==> src/rtl/qec_pkg.sv <==
package qec_pkg;
   typedef enum logic [1:0] {
      POL_RISE = 2'b00,
      POL_FALL = 2'b01,
      POL_BOTH = 2'b10,
      POL_BTH2 = 2'b11
   } pol_e;

   function automatic logic pol_has_rise(input logic [1:0] sel);
      return (sel != POL_FALL);
   endfunction

   function automatic logic pol_has_fall(input logic [1:0] sel);
      return (sel != POL_RISE);
   endfunction
endpackage

==> src/rtl/qec_sync.sv <==
module qec_sync #(
   parameter int WIDTH  = 2,
   parameter int STAGES = 2
) (
   input  logic             clk,
   input  logic             rst_n,
   input  logic [WIDTH-1:0] d,
   output logic [WIDTH-1:0] q
);
   if (STAGES < 2) begin : g_bad_stages
      $error("qec_sync: STAGES must be at least 2");
   end

   for (genvar i = 0; i < WIDTH; i++) begin : g_bit
      logic [STAGES-1:0] sh;
      always_ff @(posedge clk or negedge rst_n) begin
         if (!rst_n) sh <= '0;
         else        sh <= {sh[STAGES-2:0], d[i]};
      end
      assign q[i] = sh[STAGES-1];
   end
endmodule

==> src/rtl/qec_edge_dir.sv <==
module qec_edge_dir
   import qec_pkg::*;
#(
   parameter bit HAS_ENC = 1'b1
) (
   input  logic       clk,
   input  logic       rst_n,
   input  logic [1:0] cur,
   input  logic       enc_mode,
   input  logic [1:0] edge_sel,
   output logic [1:0] prev,
   output logic       step_up,
   output logic       step_dn
);
   logic a, b, pa, pb;
   logic ra, fa, rb, fb, use_r, use_f;
   logic cnt_up;

   always_ff @(posedge clk or negedge rst_n) begin
      if (!rst_n) prev <= '0;
      else        prev <= cur;
   end

   assign a  = cur[0];
   assign b  = cur[1];
   assign pa = prev[0];
   assign pb = prev[1];
   assign ra = a & ~pa;
   assign fa = ~a & pa;
   assign rb = b & ~pb;
   assign fb = ~b & pb;
   assign use_r = pol_has_rise(edge_sel);
   assign use_f = pol_has_fall(edge_sel);

   assign cnt_up = (use_r & ra) | (use_f & fa);

   if (HAS_ENC) begin : g_enc
      logic invalid, e_up, e_dn;
      assign invalid = (a ^ pa) & (b ^ pb);
      assign e_up = (use_r & ra & ~b) | (use_r & rb & a) |
                    (use_f & fa & b)  | (use_f & fb & ~a);
      assign e_dn = (use_r & ra & b)  | (use_r & rb & ~a) |
                    (use_f & fa & ~b) | (use_f & fb & a);
      always_comb begin
         if (enc_mode) begin
            step_up = e_up & ~invalid;
            step_dn = e_dn & ~invalid;
         end else begin
            step_up = cnt_up;
            step_dn = 1'b0;
         end
      end
   end else begin : g_cnt_only
      logic unused_mode;
      assign unused_mode = enc_mode;
      assign step_up = cnt_up;
      assign step_dn = 1'b0;
   end
endmodule

==> src/rtl/qec_count.sv <==
module qec_count #(
   parameter int CNT_W = 16
) (
   input  logic             clk,
   input  logic             rst_n,
   input  logic             enable,
   input  logic             start,
   input  logic             step_up,
   input  logic             step_dn,
   input  logic [CNT_W-1:0] ceiling,
   output logic             run_q,
   output logic [CNT_W-1:0] count
);
   localparam logic [CNT_W-1:0] ONE = CNT_W'(1);

   always_ff @(posedge clk or negedge rst_n) begin
      if (!rst_n) begin
         run_q <= 1'b0;
         count <= '0;
      end else if (!enable) begin
         run_q <= 1'b0;
         count <= '0;
      end else begin
         if (start) run_q <= 1'b1;
         if (run_q && step_up) begin
            count <= (count >= ceiling) ? '0 : count + ONE;
         end else if (run_q && step_dn) begin
            count <= (count == '0) ? ceiling : count - ONE;
         end
      end
   end
endmodule

==> src/rtl/quad_edge_counter.sv <==
module quad_edge_counter
   import qec_pkg::*;
#(
   parameter int CNT_W       = 16,
   parameter int SYNC_STAGES = 2,
   parameter bit HAS_ENC     = 1'b1
) (
   input  logic             clk,
   input  logic             rst_n,
   input  logic             enable,
   input  logic             start,
   input  logic             enc_mode,
   input  logic [1:0]       edge_sel,
   input  logic [CNT_W-1:0] ceiling,
   input  logic             in_a,
   input  logic             in_b,
   output logic [CNT_W-1:0] count
);
   if (CNT_W < 2 || CNT_W > 32) begin : g_bad_width
      $error("quad_edge_counter: CNT_W must lie in 2..32");
   end

   logic [1:0] sync_ab;
   logic [1:0] prev_ab;
   logic       step_up, step_dn, run_q;

   qec_sync #(.WIDTH(2), .STAGES(SYNC_STAGES)) sync_i (
      .clk(clk), .rst_n(rst_n), .d({in_b, in_a}), .q(sync_ab)
   );

   qec_edge_dir #(.HAS_ENC(HAS_ENC)) dir_i (
      .clk(clk), .rst_n(rst_n), .cur(sync_ab), .enc_mode(enc_mode),
      .edge_sel(edge_sel), .prev(prev_ab),
      .step_up(step_up), .step_dn(step_dn)
   );

   qec_count #(.CNT_W(CNT_W)) cnt_i (
      .clk(clk), .rst_n(rst_n), .enable(enable), .start(start),
      .step_up(step_up), .step_dn(step_dn), .ceiling(ceiling),
      .run_q(run_q), .count(count)
   );
endmodule

==> config.mk <==
export PLATFORM = sky130hd
export DESIGN_NAME = quad_edge_counter
export DESIGN_NICKNAME = d
export VERILOG_FILES = /design/src/rtl/qec_pkg.sv /design/src/rtl/qec_sync.sv /design/src/rtl/qec_edge_dir.sv /design/src/rtl/qec_count.sv /design/src/rtl/quad_edge_counter.sv
export SDC_FILE = /design/constraint.sdc
export NUM_CORES = 1
export LEC_CHECK = 0
export ABC_AREA = 1
export BUFFER_PORTS_ARGS = -buffer_cell sky130_fd_sc_hd__buf_2
export CAP_MARGIN = 5
export CORE_MARGIN = 2
export CORE_UTILIZATION = 28
export CTS_CLUSTER_DIAMETER = 50
export DETAILED_ROUTE_END_ITERATION = 16
export PLACE_DENSITY = 0.44
export SLEW_MARGIN = 15
export SYNTH_ARGS = -nofsm -noshare
export SYNTH_HDL_FRONTEND = slang
export SYNTH_SLANG_ARGS = --single-unit
==> constraint.sdc <==
create_clock -name clk -period 2.07 [get_ports clk]
set_input_delay 0.3105 -clock clk [delete_from_list [all_inputs] [get_ports clk]]
set_output_delay 0.3105 -clock clk [all_outputs]
set_load 0.005 [all_outputs]
# == Word level (Yosys, flattened, before mapping) ==
# Cells that the tools add are included.
# totals
regBits,23
inputBits,25
out_inout_bits,16
# classes
n_addsub,2
order_cmp,1
n_eq_ne,3
muxes,9
bitwise_logic,33
reduce_logical,4
# op_table
cell,count
16-bit two-way mux,5
1-bit AND,19
16-bit by 1-bit adder with 16-bit output (second input constant),1
16-bit >= comparator,1
16-bit logical NOT,1
16-bit by 1-bit subtractor with 16-bit output (second input constant),1
1-bit OR,7
1-bit inverter,5
1-bit two-way mux,4
2-bit by 1-bit inequality test with 1-bit output (second input constant),2
3-bit by 1-bit inequality test with 1-bit output (second input constant),1
1-bit logical AND,2
2-bit nonzero test,1
1-bit XOR,2

# == Logic depth before layout (Yosys ltp) ==
# logic_depth
ltp_word,13
ltp_mapped,15
depth_no_buf,14

# == Hierarchy ==
# From an unflattened synthesis, not the netlist that was laid out.
# hier_totals
cells_unflattened,454
hier_area_um2,2791.4
# by_module_without_submodules
module,n_inst,cells_each,area_each_um2,seq_area_each_um2
qec_count,1,413,2442.3,425.4
qec_edge_dir,1,35,234.0,50.0
qec_sync,1,6,115.1,100.1

# == Worst setup path before layout ==
# No wires, ideal clock.
# synth_path
path_type,register to register
from,reg cnt_i.count[3]
to,reg cnt_i.count[0]
arrival_ns,1.737
t_required_ns,2.005
path_slack_ns,0.268
stages_incl_launch_ff,14
synth_period_minus_slack_ns,1.802
path_cell_list,dfrtp_1 -> ha_1 -> nand2_1 -> nor2_1 -> nor2_1 -> nand2_1 -> nand2_1 -> nand2_1 -> nand2_1 -> buf_2 -> nand3_1 -> nand2_1 -> nand3_1 -> nand2_1
# synth_via
elab_chain_len,5
elab_cells_between_ends,7
# synth_rtl
element,line_no,source
start: declaration,qec_count.sv:12,output logic [CNT_W-1:0] count
start signal: assignment,qec_count.sv:26,count <= (count >= ceiling) ? '0 : count + ONE;
start signal: assignment,qec_count.sv:28,count <= (count == '0) ? ceiling : count - ONE;
"parallel branches: the longest is 3 deep, another holds 16-bit >= comparator",n/a,
16-bit two-way mux (*),qec_count.sv:25,if (run_q && step_up) begin
16-bit two-way mux (*),qec_count.sv:20,end else if (!enable) begin
# Every way passes the cells marked *. The select of a mux whose other input is x is not followed.
# A chain may end at the register's enable or synchronous reset.

# == Worst setup path in the final report ==
# layout_path
from,reg cnt_i.count[9]
to,reg cnt_i.count[10]
# layout_via
elab_chain_len,5
elab_cells_between_ends,9
# layout_rtl
element,line_no,source
16-bit by 1-bit subtractor with 16-bit output or 16-bit logical NOT (tied branches),qec_count.sv:28,
16-bit two-way mux,qec_count.sv:28,
16-bit two-way mux,qec_count.sv:27,end else if (run_q && step_dn) begin
16-bit two-way mux (*),qec_count.sv:25,
16-bit two-way mux (*),qec_count.sv:20,
# Mark *: on every way between the ends. The rest lies on a longest branch, timed or not. The select of a mux whose other input is x is not followed.

==> qor.log <==
qor: status.status finished, final reports clean
qor: power_and_ir_drop.vdd_drop_max 0.2979 mV
qor: floorplanning.design.core.area 9729 um2
qor: synth.asyncSetResetFlopFracSynth 100.0%
qor: layout.finalCoreUtilization 34.29%
qor: detailed_routing.ant_nets 0
qor: critical_path.cp_num_buf_inv 1
qor: critical_path.rr_worst_depth 9
qor: cts.clkSlewWorstSetupHoldPaths 0.10 ns
qor: synth.synth_cell_types 31
qor: synth.synth-simple-area-share 50.13%
qor: layout.final_nets 555
qor: critical_path.crit_path_end_kind flip-flop
qor: cts.clkLatencyLatePin 0.28 ns
qor: sta.timing.setup.tns 0 ns
qor: flow_run.max_cap_violations 0
qor: critical_path.critPathKind flip-flop to flip-flop
qor: critical_path.crit_slowest_cell sky130_fd_sc_hd__dfrtp_1
qor: detailed_routing.dr.pass1.iters 5
qor: synth.syn-instance-count 452
qor: global_route.grt_start_max_net_pins 24
qor: place.pre_cts_slack 0.08176 ns
qor: detailed_routing.drt_iter0_drc 178
qor: place.place.detailed.hpwl 7127 um
qor: sta.final_setup_violating_endpoints 0
qor: critical_path.cp_data_arrival_time 2.11 ns
qor: layout.areaGrowthSynthToFinish 19.34%
qor: synth.post_synth_mux_area_share 0%
qor: place.numPlacedInstances 633
qor: critical_path.crit_path_cells ha_1 > a21oi_1 > o21ai_0 > a21oi_2 > buf_12 > nand3_1 > nand2_1 > nand3_1 > nand2_1
qor: global_route.overflow 0
qor: global_route.track_usage 17.31%
qor: critical_path.critical_path.startpoint_type flip-flop
qor: layout.finalNonFillerCells 639
qor: floorplanning.die_w 103.9 um
qor: sta.fin_crit 1.896 ns
qor: synth.synth.avg_cell_area 6.184 um2
qor: sta.clock_skew 0.008237 ns
qor: detailed_routing.totalWireLength 9020 um
qor: synth.synth_top_area_share 20.95%
qor: synth.synthTopCellsByArea sky130_fd_sc_hd__nand2_1 (21%), sky130_fd_sc_hd__dfrtp_1 (21%), sky130_fd_sc_hd__nand3_1 (13%)
qor: sta.finalMaxSlewViolations 0
qor: place.place_congestion 0.8757
qor: cts.clock_sink_count 23
qor: synth.yosys_warnings 0
qor: global_route.first_pass_grt_wire_length 15170 um
qor: detailed_routing.route.vias.total 3045
qor: synth.net_count_after_synthesis 500
qor: critical_path.r2r-end cnt_i.count[10]$_DFFE_PN0P_
qor: floorplanning.placement_rows 36
qor: sta.post-route-worst-setup-slack 0.1743 ns
qor: synth.synth_edf_count 0
qor: floorplanning.dieHeight 103.9 um
qor: detailed_routing.viasPerCell 4.765
qor: critical_path.crit-reg2reg-launch cnt_i.count[9]$_DFFE_PN0P_
qor: critical_path.worst-r2r-setup-slack 0.17 ns
qor: sta.setup_repair_after_global_routing_missed_its_margin false
qor: min_path.worst_hold_path_type input pin to async pin
qor: synth.postSynthRegisterBits 23
qor: cts.cts_max_path_bufs 2
qor: sta.timing_worst_slew_pin_value 0.6266 ns
qor: synth.ys_seq_area_share 20.59%
qor: synth.main_combinational_cell_family_by_area_after_synthesis simple AND/OR/NAND/NOR gates
qor: critical_path.critical_path.top_delay_family compound AO/OA/AOI/OAI gates
qor: cts.clockRootBuffer sky130_fd_sc_hd__clkbuf_8
qor: power_and_ir_drop.p_leak 1.875 nW
qor: power_and_ir_drop.power-per-cell-area 1301 nW/um2
qor: synth.synth_adder_area_share 10.30%
qor: detailed_routing.drc 0
qor: detailed_routing.routed_wire_length_per_instance 14.12 um
qor: critical_path.critPathMaxFanout 16
qor: layout.share_of_layout_cells_above_drive_strength_1 19.57%
qor: floorplanning.top_level_ports 41
qor: synth.synth_xor_area_share 3.447%
qor: global_route.grt_pass1_vias 2967
qor: sta.clock.fmax 527.5 MHz
qor: cts.numCtsBuffers 3
qor: synth.post_synth_instance_area 2795 um2
qor: cts.cts.htree.levels 1
qor: sta.relSlewSlack 58.23%
qor: floorplanning.initial_core_util 28.73%
qor: global_route.grt_antenna_before_repair 0
qor: critical_path.timing.critical_path.required 2.28 ns
qor: cts.cts_tree yes
qor: place.port-buffer-count 40
qor: layout.antenna_cells_inserted 0
qor: sta.hold_viol_final 0
qor: floorplanning.design.die.area 10800 um2
qor: sta.min_period_over_period 91.58%
qor: critical_path.worst_path_largest_cell_delay 0.45 ns
qor: synth.synthDominantAreaCellType sky130_fd_sc_hd__nand2_1
qor: synth.ys_dominant_reg_cell sky130_fd_sc_hd__dfrtp_1
qor: synth.synth_area_in_compound_gates 3.805%
worst max path at each step:
stage | startpoint | to | slack [ns] | depth (start not counted)
after floorplan | cnt_i.count[3]$_DFFE_PN0P_ | cnt_i.count[0]$_DFFE_PN0P_ | 0.27 | 13
after global placement | sync_i.g_bit[0].sh[1]$_DFF_PN0_ | cnt_i.count[10]$_DFFE_PN0P_ | 0.07 | 8
after detailed placement | sync_i.g_bit[0].sh[1]$_DFF_PN0_ | cnt_i.count[10]$_DFFE_PN0P_ | 0.08 | 8
after CTS | sync_i.g_bit[0].sh[1]$_DFF_PN0_ | cnt_i.count[10]$_DFFE_PN0P_ | 0.05 | 8
after global routing | cnt_i.count[7]$_DFFE_PN0P_ | cnt_i.count[1]$_DFFE_PN0P_ | 0.01 | 10
final | cnt_i.count[9]$_DFFE_PN0P_ | cnt_i.count[10]$_DFFE_PN0P_ | 0.17 | 9
placed cells by master (no fill, tap or decap), drive strengths merged:
cell      n
nand3    75
nand2   162
clkbuf    3
buf      64
inv      57
o21ai     9
xor2     10
nand4     7
nor3      3
o21a      1
dfrtp    23
or2       1
o211a     1
ha       23
nor4      1
nor2     55
a21oi     8
clkinv    2
xnor2     1
power breakdown:
part	internal [mW]	total [mW]	switching (mW)
combinational	1.24	3.26	2.02
sequential	0.589	0.772	0.182
clock	0.135	0.307	0.172
total	1.96	4.34	2.38
final cells by class:
| class | instances | area [um2] |
|---|---|---|
| Sequential cell | 23 | 576.8 |
| Clock buffer | 3 | 41.29 |
| Inverter | 58 | 225.2 |
| Multi-Input combinational cell | 357 | 1903 |
| Clock inverter | 1 | 5.005 |
| Timing Repair Buffer | 64 | 417.9 |
| Fill cell | 1125 | 6394 |
| Tap cell | 133 | 166.4 |
Yosys cell counts, types with 5 or more instances:
library cell              instances
sky130_fd_sc_hd__o21ai_1          5
sky130_fd_sc_hd__a21oi_1          7
sky130_fd_sc_hd__dfrtp_1         23
sky130_fd_sc_hd__nor2_1          42
sky130_fd_sc_hd__inv_1           54
sky130_fd_sc_hd__xor2_1          10
sky130_fd_sc_hd__nand3_1         74
sky130_fd_sc_hd__ha_1            23
sky130_fd_sc_hd__nor2_4           5
sky130_fd_sc_hd__buf_2            6
sky130_fd_sc_hd__nand4_1          6
sky130_fd_sc_hd__nand2_1        156
sky130_fd_sc_hd__nor2_2           6
cell families (layout without fill, tap and decap cells):
group,count (synthesis),after routing
AND/OR/NAND/NOR,304,304
buffers and inverters,72,126
adder cells (fa/ha/maj),23,23
flip-flops,23,23
AO/OA/AOI/OAI,19,19
XOR/XNOR,11,11
layer usage:
| layer | up-vias | GRT usage, % | wire [um] |
|---|---|---|---|
| met4 | 0 | 4.054 | 113 |
| met2 | 88 | 27.82 | 3996 |
| li1 | 1544 | - | - |
| met3 | 10 | 1.880 | 385 |
| met1 | 1403 | 24.85 | 4524 |
| met5 | - | 0 | 0 |
flip-flops by register name, indices dropped and copies added, names as in the netlist:
name             flops
cnt_i.run_q          1
cnt_i.count         16
dir_i.prev           2
sync_i.g_bit.sh      4
through the flow:
step | cell area, um2 | hold slack [ns] | total power [mW]
2_1_floorplan | 2795 | 0.01491 | 2.988
3_3_place_gp | 3234 | 0.3348 | 4.023
3_5_place_dp | 3234 | 0.3347 | 4.001
4_1_cts | 3281 | 0.06028 | 4.336
5_1_grt | 3336 | 0.08590 | 4.813
6_report | 3336 | 0.03635 | 4.340
timing repair:
item,CTS,global route
gates resized for setup,0,5
buffers inserted,0,2
hold buffers,0,0
endpoints found under the setup margin,0,16
Power figures use the tool's default switching activity.
